**config.mk**
```make
export PLATFORM = sky130hd
export DESIGN_NAME = adcfmt_top
export DESIGN_NICKNAME = d
export VERILOG_FILES = /design/src/rtl/adcfmt_pkg.sv /design/src/rtl/adcfmt_packer.sv /design/src/rtl/adcfmt_lock.sv /design/src/rtl/adcfmt_top.sv
export SDC_FILE = /design/constraint.sdc
export NUM_CORES = 1
export LEC_CHECK = 0
export BUFFER_PORTS_ARGS = -buffer_cell sky130_fd_sc_hd__buf_2
export CAP_MARGIN = 20
export CELL_PAD_IN_SITES_DETAIL_PLACEMENT = 1
export CELL_PAD_IN_SITES_GLOBAL_PLACEMENT = 1
export CORE_UTILIZATION = 37
export DETAILED_ROUTE_END_ITERATION = 8
export PLACE_DENSITY = 0.84
export RECOVER_POWER = 25
export SLEW_MARGIN = 5
export SYNTH_ARGS = -nofsm -noshare
export SYNTH_HDL_FRONTEND = slang
export SYNTH_HIERARCHICAL = 1
export SYNTH_SLANG_ARGS = --single-unit
```
**constraint.sdc**
```tcl
create_clock -name clk -period 2.3 [get_ports clk]
set_input_delay 0.345 -clock clk [delete_from_list [all_inputs] [get_ports clk]]
set_output_delay 0.345 -clock clk [all_outputs]
set_load 0.05 [all_outputs]
```
**src/rtl/adcfmt_pkg.sv**
```systemverilog
package adcfmt_pkg;
  typedef enum logic [1:0] {
    FMT_LEFT   = 2'b00,
    FMT_RIGHT  = 2'b01,
    FMT_SIGNED = 2'b10,
    FMT_TRUNC  = 2'b11
  } fmt_e;
endpackage

```
**src/rtl/adcfmt_packer.sv**
```systemverilog
module adcfmt_packer #(
  parameter int RES_W = 10,
  parameter int REG_W = 8
) (
  input  logic [RES_W-1:0] res,
  input  logic [1:0]       mode,
  output logic [REG_W-1:0] hi,
  output logic [REG_W-1:0] lo
);
  import adcfmt_pkg::*;
  localparam int XTRA = RES_W - REG_W;

  logic [REG_W-1:0] top_bits;
  logic [REG_W-1:0] tail_left;
  logic [REG_W-1:0] head_right;
  logic [REG_W-1:0] tail_right;

  always_comb begin
    top_bits   = res[RES_W-1 -: REG_W];
    tail_left  = REG_W'(res[XTRA-1:0]) << (REG_W - XTRA);
    head_right = REG_W'(res >> REG_W);
    tail_right = res[REG_W-1:0];
  end

  always_comb begin
    hi = '0;
    lo = '0;
    case (fmt_e'(mode))
      FMT_LEFT: begin
        hi = top_bits;
        lo = tail_left;
      end
      FMT_RIGHT: begin
        hi = head_right;
        lo = tail_right;
      end
      FMT_SIGNED: begin
        hi = {~top_bits[REG_W-1], top_bits[REG_W-2:0]};
        lo = tail_left;
      end
      default: begin
        hi = '0;
        lo = top_bits;
      end
    endcase
  end
endmodule

```
**src/rtl/adcfmt_lock.sv**
```systemverilog
module adcfmt_lock (
  input  logic clk,
  input  logic rst,
  input  logic done,
  input  logic tenbit,
  input  logic rd_high,
  input  logic rd_low,
  output logic accept,
  output logic locked,
  output logic overrun
);
  logic drop;

  always_comb begin
    drop   = done && locked && tenbit;
    accept = done && !drop;
  end

  always_ff @(posedge clk) begin
    if (rst) begin
      locked  <= 1'b0;
      overrun <= 1'b0;
    end else begin
      locked  <= (locked && !rd_low) || (rd_high && tenbit);
      overrun <= (overrun && !rd_low) || drop;
    end
  end


  drop_sets_overrun_chk: assert property (@(posedge clk) disable iff (rst)
    (done && locked && tenbit) |=> overrun);


  low_read_frees_chk: assert property (@(posedge clk) disable iff (rst)
    (rd_low && !rd_high) |=> !locked);


  trunc_no_lock_chk: assert property (@(posedge clk) disable iff (rst)
    (!tenbit && !locked && rd_high) |=> !locked);
endmodule

```
**src/rtl/adcfmt_top.sv**
```systemverilog
module adcfmt_top #(
  parameter int RES_W = 10,
  parameter int REG_W = 8
) (
  input  logic             clk,
  input  logic             rst,
  input  logic             conv_done,
  input  logic [RES_W-1:0] conv_result,
  input  logic [1:0]       fmt_mode,
  input  logic             rd_high,
  input  logic             rd_low,
  output logic [REG_W-1:0] data_high,
  output logic [REG_W-1:0] data_low,
  output logic             overrun
);
  import adcfmt_pkg::*;

  logic             tenbit;
  logic             accept;
  logic             locked;
  logic [REG_W-1:0] pk_hi;
  logic [REG_W-1:0] pk_lo;

  assign tenbit = (fmt_e'(fmt_mode) != FMT_TRUNC);

  adcfmt_packer #(.RES_W(RES_W), .REG_W(REG_W)) u_packer (
    .res  (conv_result),
    .mode (fmt_mode),
    .hi   (pk_hi),
    .lo   (pk_lo)
  );

  adcfmt_lock u_lock (
    .clk     (clk),
    .rst     (rst),
    .done    (conv_done),
    .tenbit  (tenbit),
    .rd_high (rd_high),
    .rd_low  (rd_low),
    .accept  (accept),
    .locked  (locked),
    .overrun (overrun)
  );

  always_ff @(posedge clk) begin
    if (rst) begin
      data_high <= '0;
      data_low  <= '0;
    end else if (accept) begin
      data_high <= pk_hi;
      data_low  <= pk_lo;
    end
  end


  hold_while_locked_chk: assert property (@(posedge clk) disable iff (rst)
    (locked && tenbit) |=> ($stable(data_high) && $stable(data_low)));


  trunc_high_zero_chk: assert property (@(posedge clk) disable iff (rst)
    (conv_done && !tenbit) |=> (data_high == '0));


  right_upper_zero_chk: assert property (@(posedge clk) disable iff (rst)
    (conv_done && !locked && fmt_e'(fmt_mode) == FMT_RIGHT)
      |=> (data_high >> (RES_W - REG_W)) == '0);


  idle_hold_chk: assert property (@(posedge clk) disable iff (rst)
    !conv_done |=> ($stable(data_high) && $stable(data_low)));
endmodule

```
## Word level (Yosys, flattened, before mapping)

Cells that the tools add are included.

- Equal/unequal tests: 3
- Mux-type cells: 2
- Bitwise logic cells: 1
- Reductions and logical operators: 12

Operators by type and width:

| cell | count |
|---|---|
| case mux 8 bit (3 select lines) | 1 |
| case mux 8 bit (2 select lines) | 1 |
| logical AND 1 bit | 6 |
| equality test 2 x 1 -> 1 bit, second input constant | 1 |
| equality test 2 bit, second input constant | 1 |
| logical NOT 1 bit | 2 |
| logical NOT 2 bit | 1 |
| logical OR 1 bit | 2 |
| inequality test 2 bit, second input constant | 1 |
| OR reduction 2 bit | 1 |
| NOT 1 bit | 1 |

- Register bits after elaboration: 18
- Input bits: 17
- Output and inout bits: 17
- Word-level logic and storage cells: 22

## Longest topological paths before layout

Gate-level depths: netlist of the first run.

- Depth in word-level cells: 4
- Depth in mapped cells: 6
- Depth with buffers taken out: 4

## Modules after synthesis

The synthesis of the first run kept the hierarchy.

Modules (own cells, without submodules):

| module | instances | cells each | area each (sq um) | seq. area each (sq um) |
|---|---|---|---|---|
| adcfmt_top | 1 | 53 | 584.3 | 320.3 |
| adcfmt_packer | 1 | 34 | 231.5 | 0.0 |
| adcfmt_lock | 1 | 9 | 78.8 | 40.0 |

## Worst setup path after synthesis of the first run

Ideal clock, no wire load.

- Path type: input port to flip-flop
- Start: input port fmt_mode[0]
- End: register data_high[0]
- Library setup time: 117 ps
- Arrival time: 1119 ps
- Required time: 2183 ps
- Slack: 1064 ps
- Stages: 6
- Path buffers: 2
- Cell sequence: nand2_1 > a21boi_0 > buf_6 > buf_12 > mux2i_1 > nor2_1

- Longest elaborated chain between the ends: 4
- Elaborated cells on any way between the ends: 8
- Those cells by class: eq/ne: 3; mux: 1; reduce/logical: 4

Ends and longest elaborated chain:

| what | RTL line | text |
|---|---|---|
| start: declaration | adcfmt_top.sv:9 | `input logic [1:0] fmt_mode,` |
| inequality test 2 bit | adcfmt_top.sv:24 | `assign tenbit = (fmt_e'(fmt_mode) != FMT_TRUNC);` |
| logical AND 1 bit | adcfmt_lock.sv:15 | `drop = done && locked && tenbit;` |
| logical NOT 1 bit | adcfmt_lock.sv:16 | `accept = done && !drop;` |
| logical AND 1 bit | adcfmt_lock.sv:16 |  |
| named net accept | adcfmt_top.sv:19 | `logic accept;` |
| end signal: assignment | adcfmt_top.sv:50 | `data_high <= pk_hi;` |
| end: declaration | adcfmt_top.sv:12 | `output logic [REG_W-1:0] data_high,` |

The timed path passes the listed nets, and every way through them passes these cells.
A chain may end at the register's enable or synchronous reset.

## Worst setup path in the final report of the first run

- Start: register data_high[5]
- End: output port data_high[5]

No word-level cell between the ends.

==> qor.csv, run 1 <==
stage,metric,value,unit
run_status,status,completed,
sta,final_max_slew_viol_count,0,
detailed_routing,via_count,760,
placement,dp_hpwl,1.64,mm
power_and_ir_drop,ir_drop,0.407,mV
power_and_ir_drop,total_power,0.673,mW
detailed_routing,totalWireLength,2.22,mm
worst_setup_path,worstPathRequired,1960,ps
power_and_ir_drop,p_per_area,634,nW/um^2
die,start_util,0.397,
layout,insertedDiodeCount,0,
worst_setup_path,r2r-start,u_lock/locked,
worst_setup_path,worstSetupStartpoint,data_high[5],
grt,grt.total_usage,0.193,
worst_setup_path,path_class,reg2out,
logic_synthesis,synth.cell_area,895,sq um
die,dieArea,2620,sq um
detailed_routing,drt_iter0_markers,6,
worst_setup_path,arrival,1130,ps
logic_synthesis,async_flop_share,0,
worst_setup_path,cp_max_fo,2,
worst_hold_path,holdCritPathClass,in2reg,
sta,setup_tns,0,ps
grt,grt-busiest-layer,met2,
sta,fin_crit_sh,0.642,
clock_network,clk_pin_slew,110,ps
sta,max_slew_margin,0.603,
placement,numPortBuffers,33,
logic_synthesis,synth_flop_cell,dfxtp_1,
detailed_routing,dr.pass1.iters,2,
logic_synthesis,synth_edf_count,0,
logic_synthesis,synth_cell_types,18,
die,core-area,2250,sq um
clock_network,cts_tree,built,
die,chipWidth,51.2,microns
layout,layout.nets,145,
clock_network,h-tree-depth,1,
die,die_h,51.2,microns
layout,layout-drive-gt1-share,0.254,
sta,rsz0062_at_grt,no,
clock_network,root_buffer,clkbuf_4,
sta,setup_viol,0,
grt,grt_start_max_net_pins,22,
logic_synthesis,yosys.area.top_type,dfxtp_1,
logic_synthesis,netlist_top_cells_area,"dfxtp_1 (40%), mux2i_1 (27%), nor2_1 (8.0%)",
die,io_pins,34,
detailed_routing,wl_per_cell,14.4,microns
clock_network,postCtsSetupRepairBufs,0,
layout,area_delta_synth_final,18.6,%
logic_synthesis,ys_seq_elements,18,
logic_synthesis,yosysWarnings,6,
worst_setup_path,slowest_delay,470,ps
logic_synthesis,synth_seq_area_share,0.403,
clock_network,clk_latency,310,ps
logic_synthesis,postSynthAreaPerCell,9.32,sq um
die,num_rows,17,
detailed_routing,via_per_inst,4.94,
power_and_ir_drop,leakagePower,0.516,nW
worst_setup_path,path_buf_inv,1,
detailed_routing,drc,0,
sta,finalCriticalPeriod,1480,ps
grt,grt_util_met2,0.366,
sta,final_hold_viol_count,0,
sta,max_freq,0.677,GHz
logic_synthesis,synth_common_cells,"mux2i_1 (24), nor2_1 (19), dfxtp_1 (18), nor2b_1 (11), a21oi_1 (4)",
worst_setup_path,cp_slowest_cell,clkbuf_1,
logic_synthesis,post-synth-top-count-cell,mux2i_1,
sta,tightest_slew,598,ps
clock_network,cts_inserted_buffers,3,
run,maxCapViolCount,0,
grt,grt_util_met1,0.199,
worst_setup_path,crit_family,buffers and inverters,
logic_synthesis,synth.top_cell.area_share,0.403,
clock_network,cts_resized,0,
clock_network,clock-sinks,18,
sta,clock_skew,3.24,ps
grt,antenna_found_initial,0,
grt,met3_usage,0.0536,
logic_synthesis,syn_inst,96,
logic_synthesis,synth_fp_nets,113,
clock_network,clock_path_buffers,2,
placement,place.gp.congestion,0.722,
worst_setup_path,startpoint_type,flop,
worst_setup_path,critPathCaptureType,output port,
worst_hold_path,worstHoldStart,rd_high,
detailed_routing,antenna_left,0,
grt,grt_pass1_vias,814,
grt,grt_overflow,0,
worst_setup_path,worstPathCellList,clkbuf_1,
grt,grt_first_pass_wirelength,3.65,mm
clock_network,hold_buffers,0,
[path summary, 6_finish.rpt]
check / to / slack, ps / cells after the start
setup / recovery: data_high[5] / 820 / 1
hold / removal: u_lock/locked / 280 / 3
setup reg to reg: data_low[3] / 1080 / 4
hold reg to reg: u_lock/overrun / 490 / 2
[cell usage in the layout (no fill, tap or decap)]
| cell type | instances |
|---|---|
| nand2b_1 | 2 |
| a21oi_1 | 4 |
| nand2_1 | 2 |
| buf_4 | 1 |
| xnor2_1 | 1 |
| inv_1 | 2 |
| mux2i_1 | 24 |
| buf_2 | 27 |
| nor2b_1 | 11 |
| o21ai_0 | 2 |
| dfxtp_1 | 18 |
| clkbuf_1 | 6 |
| nor2_1 | 19 |
| nand3_1 | 1 |
| nand3b_1 | 2 |
| clkbuf_4 | 3 |
| a21boi_2 | 1 |
[per-stage QoR]
step	area [sq um]	util	hold slack, ps	instances	worst slack, ps
after floorplan	895	-	414	96	1060
after global placement	1050	0.464	454	151	721
after detailed placement	1050	0.464	468	151	621
after CTS	1070	0.474	282	154	948
after global routing	1060	0.471	316	154	793
final	1060	0.471	283	154	824
[cells by family after synthesis]
family / count (synthesis) / share of synthesized area
flip-flops: 18 / 0.403
multiplexers: 24 / 0.269
buffers and inverters: 9 / 0.0755
AND/OR/NAND/NOR: 37 / 0.201
AO/OA/AOI/OAI: 7 / 0.0420
XOR/XNOR: 1 / 0.00979
[sequential cells by signal (all words and copies together) (netlist names)]
register        flops
u_lock/overrun      1
u_lock/locked       1
data_low            8
data_high           8
[power breakdown]
group / switching [mW] / internal (mW)
registers: 0.00907 / 0.328
clock network: 0.109 / 0.0614
logic: 0.110 / 0.0561
total: 0.228 / 0.445
[per-layer routing]
metal	vias to the layer above	wire length, microns
met5	-	0
met1	359	912
met3	4	109
met4	0	24
li1	377	-
met2	20	1170
[area by class of cell]
type / instances / area (sq um)
well taps: 28 / 35.0
multi-input cells: 69 / 470
flip-flops and latches: 18 / 360
repair buffers: 34 / 165
inverters: 2 / 7.51
clock buffers: 3 / 22.5
fillers: 295 / 1190
(Power assumes the default switching activity.)
==> run 2: changes to the inputs <==
--- a/config.mk
+++ b/config.mk
@@ -9,9 +9,9 @@
 export CAP_MARGIN = 20
 export CELL_PAD_IN_SITES_DETAIL_PLACEMENT = 1
 export CELL_PAD_IN_SITES_GLOBAL_PLACEMENT = 1
-export CORE_UTILIZATION = 37
+export CORE_UTILIZATION = 34
 export DETAILED_ROUTE_END_ITERATION = 8
-export PLACE_DENSITY = 0.84
+export PLACE_DENSITY = 0.78
 export RECOVER_POWER = 25
 export SLEW_MARGIN = 5
 export SYNTH_ARGS = -nofsm -noshare
==> constraint.sdc (replaced) <==
create_clock -name clk -period 1.4 [get_ports clk]
set_input_delay 0.21 -clock clk [delete_from_list [all_inputs] [get_ports clk]]
set_output_delay 0.21 -clock clk [all_outputs]
set_load 0.05 [all_outputs]
==> run 2 against run 1 <==
- design area rose by 3.5%
- flip-flop and latch count did not move
- wire length fell by 11%
- clock skew rose by 0.52 ps
- register-to-register slack got worse by 780 ps
- clock power rose by 50%
- sequential share of layout area fell by 1.2 points
- global-route usage fell by 4.1 points
- largest power group unchanged
==> qor.csv, run 2 (same netlist as run 1, synthesis figures left out) <==
stage,metric,value,unit,change
layout,final_common_cell,buf_2,,unchanged
worst_hold_path,holdCritPathClass,in2reg,,unchanged
die,die_h,53.3,microns,was 51.2 microns
sta,final_hold_viol_count,0,,unchanged
die,core-area,2480,sq um,was 2250 sq um
layout,reg_top3,"data_high (8), data_low (8)",,unchanged
grt,grt_start_max_net_pins,21,,was 22
worst_setup_path,worstSetupStartpoint,data_high[1],,was data_high[5]
grt,antenna_found_initial,0,,unchanged
worst_setup_path,ff2ff_path_depth,4,,unchanged
power_and_ir_drop,p_per_area,991,nW/um^2,was 634 nW/um^2
clock_network,cts_inserted_buffers,3,,unchanged
clock_network,hold_buffers,0,,unchanged
worst_setup_path,startpoint_type,flop,,unchanged
clock_network,clk_latency,290,ps,was 310 ps
sta,finalCriticalPeriod,1130,ps,
layout,layout.nets,147,,was 145
detailed_routing,wl_per_cell,12.4,microns,was 14.4 microns
detailed_routing,met2_length,1.02,mm,was 1.17 mm
detailed_routing,wl_met1,845,microns,was 912 microns
sta,whs,175,ps,was 283 ps
run,maxCapViolCount,0,,unchanged
clock_network,root_buffer,clkbuf_4,,unchanged
worst_setup_path,worstPathCellList,buf_2,,was clkbuf_1
die,chipWidth,53.3,microns,was 51.2 microns
worst_setup_path,critPathCaptureType,output port,,unchanged
die,dieArea,2840,sq um,was 2620 sq um
worst_setup_path,arrival,920,ps,was 1130 ps
sta,max_slew_margin,0.776,,was 0.603
worst_setup_path,crit_end,data_high[1],,was data_high[5]
grt,grt_pass1_vias,751,,was 814
sta,setup_viol,0,,unchanged
power_and_ir_drop,ir_drop,0.443,mV,was 0.407 mV
detailed_routing,top_layer_used,met4,,unchanged
worst_setup_path,path_buf_inv,1,,unchanged
detailed_routing,dr.pass1.iters,2,,unchanged
sta,setup_slack,265,ps,was 824 ps
placement,placed_cell_area,1080,sq um,was 1050 sq um
worst_setup_path,r2r-start,u_lock/locked,,unchanged
layout,stdcell_area,1100,sq um,was 1060 sq um
detailed_routing,antenna_left,0,,unchanged
clock_network,clock_path_buffers,2,,unchanged
sta,clock_skew,3.76,ps,was 3.24 ps
sta,max_freq,0.881,GHz,
power_and_ir_drop,total_power,1.09,mW,was 0.673 mW
clock_network,cts_tree,built,,unchanged
clock_network,clk_pin_slew,100,ps,was 110 ps
grt,grt_overflow,0,,unchanged
worst_setup_path,cp_slowest_cell,dfxtp_1,,was clkbuf_1
die,start_util,0.361,,was 0.397
layout,fill_cells,310,,was 295
layout,layout-drive-gt1-share,0.313,,was 0.254
clock_network,h-tree-depth,1,,unchanged
detailed_routing,totalWireLength,1.96,mm,was 2.22 mm
sta,rsz0062_at_grt,no,,unchanged
sta,setup_tns,0,ps,unchanged
worst_setup_path,crit_family,flip-flops,,was buffers and inverters
worst_setup_path,cp_max_fo,2,,unchanged
placement,numPortBuffers,33,,unchanged
clock_network,cts_resized,0,,unchanged
detailed_routing,route.met3.wl,87,microns,was 109 microns
placement,dp_hpwl,1.46,mm,was 1.64 mm
worst_setup_path,crit_cells,1,,unchanged
grt,grt_first_pass_wirelength,3.10,mm,was 3.65 mm
run_status,status,completed,,unchanged
detailed_routing,via_count,760,,unchanged
power_and_ir_drop,leakagePower,0.551,nW,was 0.516 nW
worst_setup_path,slowest_delay,370,ps,was 470 ps
layout,most-common-layout-cells,"buf_2 (28), mux2i_1 (24), nor2_1 (19)",,"was buf_2 (27), mux2i_1 (24), nor2_1 (19)"
sta,tightest_slew,337,ps,was 598 ps
clock_network,clock-sinks,18,,unchanged
placement,pre_cts_slack,224,ps,was 621 ps
layout,insertedDiodeCount,0,,unchanged
layout,area_delta_synth_final,22.8,%,was 18.6%
worst_setup_path,worstPathRequired,1190,ps,was 1960 ps
die,num_rows,18,,was 17
sta,final_max_slew_viol_count,0,,unchanged
die,io_pins,34,,unchanged
worst_setup_path,path_class,reg2out,,unchanged
detailed_routing,drt_iter0_markers,2,,was 6
detailed_routing,via_per_inst,4.81,,was 4.94
grt,grt.total_usage,0.152,,was 0.193
detailed_routing,drc,0,,unchanged
worst_setup_path,r2r_end,data_high[4],,was data_low[3]
sta,fin_crit_sh,0.811,,
worst_setup_path,rrSetupSlack,300,ps,was 1080 ps
clock_network,postCtsSetupRepairBufs,0,,unchanged
placement,place.gp.congestion,0.757,,was 0.722
==> run 2: changes by cell type in the layout (fill, tap and decap cells not counted), sizes merged <==
cell,delta
clkbuf,-1
buf,+3
==> run 2: layout make-up <==
type / count / area [sq um] / area share
Multi-Input combinational cell: 69 / 470 / 0.428
Sequential cell: 18 / 360 / 0.328
Timing Repair Buffer: 36 / 200 / 0.182
Tap cell: 30 / 37.5 / 0.0342
Clock buffer: 3 / 22.5 / 0.0205
Inverter: 2 / 7.51 / 0.00683
==> run 2: through the flow <==
stage          cells   util
3_5_place_dp     155  0.434
6_report         158  0.443
4_1_cts          158  0.443
2_1_floorplan     96      -
5_1_grt          158  0.443
3_3_place_gp     155  0.434
==> run 2: how the worst min path moves through the flow <==
stage                               from        endpoint  slack, ps  depth (start not counted)
final                            rd_high   u_lock/locked        180                          3
after global routing             rd_high   u_lock/locked        180                          3
after CTS                        rd_high   u_lock/locked        160                          3
after detailed placement  u_lock/overrun  u_lock/overrun        460                          2
after global placement    u_lock/overrun  u_lock/overrun        460                          2
after floorplan                      rst   u_lock/locked        280                          1
==> run 2: where the power goes <==
| part | total (mW) | switching, mW | internal (mW) | leakage [nW] |
|---|---|---|---|---|
| clock | 0.255 | 0.155 | 0.100 | 0.0138 |
| sequential | 0.551 | 0.0131 | 0.538 | 0.147 |
| combinational | 0.283 | 0.180 | 0.103 | 0.390 |
==> run 2: layer usage <==
layer	vias up	global-route usage
li1	384	-
met1	359	0.161
met2	15	0.279
met3	2	0.0287
met4	0	0.0789
met5	-	0
==> run 2: worst register-to-register path, stage by stage, from the launching register on <==
cell and delay [ps]:
dfxtp_1 350, a21boi_2 190, buf_12 190, mux2i_1 220
nor2_1 50
==> run 3: changes to the inputs <==
--- a/config.mk
+++ b/config.mk
@@ -5,13 +5,14 @@
 export SDC_FILE = /design/constraint.sdc
 export NUM_CORES = 1
 export LEC_CHECK = 0
+export ABC_AREA = 1
 export BUFFER_PORTS_ARGS = -buffer_cell sky130_fd_sc_hd__buf_2
 export CAP_MARGIN = 20
 export CELL_PAD_IN_SITES_DETAIL_PLACEMENT = 1
 export CELL_PAD_IN_SITES_GLOBAL_PLACEMENT = 1
-export CORE_UTILIZATION = 34
+export CORE_UTILIZATION = 32
 export DETAILED_ROUTE_END_ITERATION = 8
-export PLACE_DENSITY = 0.78
+export PLACE_DENSITY = 0.8
 export RECOVER_POWER = 25
 export SLEW_MARGIN = 5
 export SYNTH_ARGS = -nofsm -noshare
==> constraint.sdc (replaced) <==
create_clock -name clk -period 1.1 [get_ports clk]
set_input_delay 0.165 -clock clk [delete_from_list [all_inputs] [get_ports clk]]
set_output_delay 0.165 -clock clk [all_outputs]
set_load 0.05 [all_outputs]
==> run 3 against run 2 <==
- non-clock buffer count up 1
- clock power rose by 66%
- largest power group unchanged
- largest cell class unchanged
- worst hold slack got worse by 130 ps
- global-route usage increased by 2.5 points
- via count up 37%
- flip-flop and latch count unchanged
- the run now ends with design-rule violations left
- total power grew 53%
- critical path depth unchanged
- die area rose by 15%
==> qor.csv, run 3 <==
stage,metric,value,unit,change
run_status,status,finished with violations,,was completed
run_status,violations,design-rule violations,,
worst_setup_path,crit_family,flip-flops,,unchanged
power_and_ir_drop,p_per_area,1330,nW/um^2,was 991 nW/um^2
logic_synthesis,synthAdderAreaFrac,0,,unchanged
clock_network,clk_pin_slew,120,ps,was 100 ps
clock_network,clk_latency,290,ps,about the same
logic_synthesis,synth-simple-area-share,0.448,,was 0.201
sta,max_freq,0.952,GHz,
placement,place.gp.congestion,0.806,,was 0.757
power_and_ir_drop,p_switching,0.597,mW,was 0.348 mW
power_and_ir_drop,ir_drop,0.537,mV,was 0.443 mV
worst_setup_path,cp_slowest_cell,dfxtp_1,,unchanged
grt,antenna_found_initial,0,,unchanged
detailed_routing,wl_per_cell,10.8,microns,was 12.4 microns
clock_network,hold_buffers,0,,unchanged
die,num_rows,19,,was 18
worst_setup_path,critPathCaptureType,output port,,unchanged
sta,whs,44.7,ps,was 175 ps
placement,placed_cell_area,1180,sq um,was 1080 sq um
sta,fin_crit_sh,0.955,,
logic_synthesis,ys_seq_elements,18,,unchanged
worst_setup_path,cp_max_fo,2,,unchanged
clock_network,cts_tree,built,,unchanged
logic_synthesis,synthMuxAreaShare,0,,was 0.269
logic_synthesis,netlist_top_cells_area,"dfxtp_1 (37%), nand2_1 (24%), nor2_1 (14%)",,"was dfxtp_1 (40%), mux2i_1 (27%), nor2_1 (8.0%)"
logic_synthesis,synth.top_cell.area_share,0.370,,was 0.403
logic_synthesis,postSynthAreaPerCell,5.94,sq um,was 9.32 sq um
die,io_pins,34,,unchanged
logic_synthesis,yosysWarnings,6,,unchanged
logic_synthesis,synth-xor-area-share,0,,was 0.00979
detailed_routing,drt_iter0_markers,30,,was 2
power_and_ir_drop,leakagePower,0.716,nW,was 0.551 nW
grt,grt.total_usage,0.177,,was 0.152
clock_network,postCtsSetupRepairBufs,0,,unchanged
logic_synthesis,synth.cell_area,975,sq um,was 895 sq um
logic_synthesis,post-synth-top-count-cell,nand2_1,,was mux2i_1
layout,layout.nets,218,,was 147
sta,setup_tns,0,ps,unchanged
power_and_ir_drop,intPower,1.07,mW,was 0.741 mW
die,core-area,2830,sq um,was 2480 sq um
sta,final_hold_viol_count,0,,unchanged
worst_setup_path,arrival,890,ps,was 920 ps
logic_synthesis,synth_cell_types,16,,was 18
detailed_routing,dr.pass1.iters,6,,was 2
grt,grt_start_max_net_pins,33,,was 21
sta,finalCriticalPeriod,1050,ps,
detailed_routing,drc,3,,was 0
worst_setup_path,startpoint_type,flop,,unchanged
worst_setup_path,path_buf_inv,1,,unchanged
logic_synthesis,async_flop_share,0,,unchanged
layout,most-common-layout-cells,"nand2_1 (63), nor2_1 (36), inv_1 (25)",,"was buf_2 (28), mux2i_1 (24), nor2_1 (19)"
layout,insertedDiodeCount,0,,unchanged
logic_synthesis,synth_seq_area_share,0.370,,was 0.403
power_and_ir_drop,total_power,1.67,mW,was 1.09 mW
run,maxCapViolCount,0,,unchanged
clock_network,h-tree-depth,1,,unchanged
sta,max_slew_margin,0.872,,was 0.776
die,chipWidth,57.2,microns,was 53.3 microns
grt,grt_overflow,0,,unchanged
worst_setup_path,slowest_delay,380,ps,was 370 ps
worst_setup_path,path_class,reg2out,,unchanged
detailed_routing,totalWireLength,2.49,mm,was 1.96 mm
layout,final_common_cell,nand2_1,,was buf_2
placement,place_inst,227,,was 155
detailed_routing,antenna_left,0,,unchanged
sta,setup_viol,0,,unchanged
layout,reg_top3,"data_high (8), data_low (8)",,unchanged
clock_network,clock_path_buffers,2,,unchanged
clock_network,cts_inserted_buffers,3,,unchanged
logic_synthesis,synth_compound_area_frac,0.0270,,was 0.0420
logic_synthesis,synth_fp_nets,181,,was 113
power_and_ir_drop,comb_power_share,0.309,,was 0.260
clock_network,root_buffer,clkbuf_4,,unchanged
power_and_ir_drop,clock_power_share,0.254,,was 0.234
detailed_routing,via_per_inst,4.51,,was 4.81
power_and_ir_drop,seq_power_share,0.437,,was 0.506
die,start_util,0.345,,was 0.361
layout,fin_cells,231,,was 158
die,die_h,57.2,microns,was 53.3 microns
worst_setup_path,worstPathRequired,940,ps,was 1190 ps
layout,layout-drive-gt1-share,0.245,,was 0.313
logic_synthesis,synth_flop_cell,dfxtp_1,,unchanged
sta,final_max_slew_viol_count,0,,unchanged
placement,dp_hpwl,1.91,mm,was 1.46 mm
detailed_routing,via_count,1042,,was 760
sta,tightest_slew,192,ps,was 337 ps
logic_synthesis,syn_inst,164,,was 96
power_and_ir_drop,p_sw_frac,0.358,,was 0.319
worst_hold_path,holdCritPathClass,in2reg,,unchanged
logic_synthesis,yosys.area.top_type,dfxtp_1,,unchanged
clock_network,clock-sinks,18,,unchanged
grt,grt_first_pass_wirelength,4.56,mm,was 3.10 mm
layout,area_delta_synth_final,28.8,%,was 22.8%
grt,grt_pass1_vias,1135,,was 751
worst_setup_path,worstPathCellList,buf_4,,was buf_2
placement,numPortBuffers,33,,unchanged
logic_synthesis,synth_common_cells,"nand2_1 (63), nor2_1 (36), inv_1 (25), dfxtp_1 (18), nand3_1 (7)",,"was mux2i_1 (24), nor2_1 (19), dfxtp_1 (18), nor2b_1 (11), a21oi_1 (4)"
sta,clock_skew,6.23,ps,was 3.76 ps
logic_synthesis,synth_top_family_by_area,simple AND/OR/NAND/NOR gates,,was multiplexers
layout,stdcell_area,1250,sq um,was 1100 sq um
logic_synthesis,synth_edf_count,0,,unchanged
die,dieArea,3270,sq um,was 2840 sq um
==> run 3: area by class of cell <==
class | instances | area, sq um
Fill cell | 411 | 1570
Inverter | 27 | 103
Tap cell | 31 | 38.8
Multi-Input combinational cell | 114 | 467
Timing Repair Buffer | 37 | 250
Sequential cell | 18 | 360
Clock buffer | 4 | 36.3
==> run 3: per-stage QoR <==
step / setup slack [ps] / utilization
global placement: 14.1 / 0.416
global route: -18.6 / 0.444
finish: 49.5 / 0.444
detailed placement: -37.3 / 0.416
CTS: 4.78 / 0.432
floorplan: 4.32 / -
==> run 3: power groups by stage <==
stage | clock [mW] | sequential (mW) | combinational (mW)
after global placement | 0 | 0.739 | 0.484
final | 0.423 | 0.729 | 0.514
after CTS | 0.453 | 0.728 | 0.505
after floorplan | 0 | 0.905 | 0.198
after global routing | 0.483 | 0.736 | 0.569
after detailed placement | 0 | 0.742 | 0.496
==> run 3: final timing paths <==
path	startpoint	to	slack, ps	depth (start not counted)
setup / recovery	data_low[1]	data_low[1]	50	1
hold / removal	rst	u_lock/overrun	40	2
setup reg to reg	u_lock/locked	data_low[6]	80	5
hold reg to reg	data_low[5]	data_low[5]	480	2
==> run 3: per-layer routing <==
| layer | up-vias | wire (microns) | global-route usage |
|---|---|---|---|
| li1 | 546 | - | - |
| met1 | 477 | 1020 | 0.194 |
| met2 | 17 | 1380 | 0.341 |
| met3 | 2 | 65 | 0.0295 |
| met4 | 0 | 17 | 0.0627 |
| met5 | - | 0 | 0 |
==> run 3: what timing repair did <==
item | 4_1_cts | 5_1_grt
setup endpoints to repair | 4 | 13
pin swaps | 0 | 0
resized for setup | 4 | 14
==> run 3: kinds of logic after synthesis <==
family / after synthesis
AOI/OAI and AO/OA: 4
and+or+nand+nor: 110
buffers and inverters: 32
DFF: 18
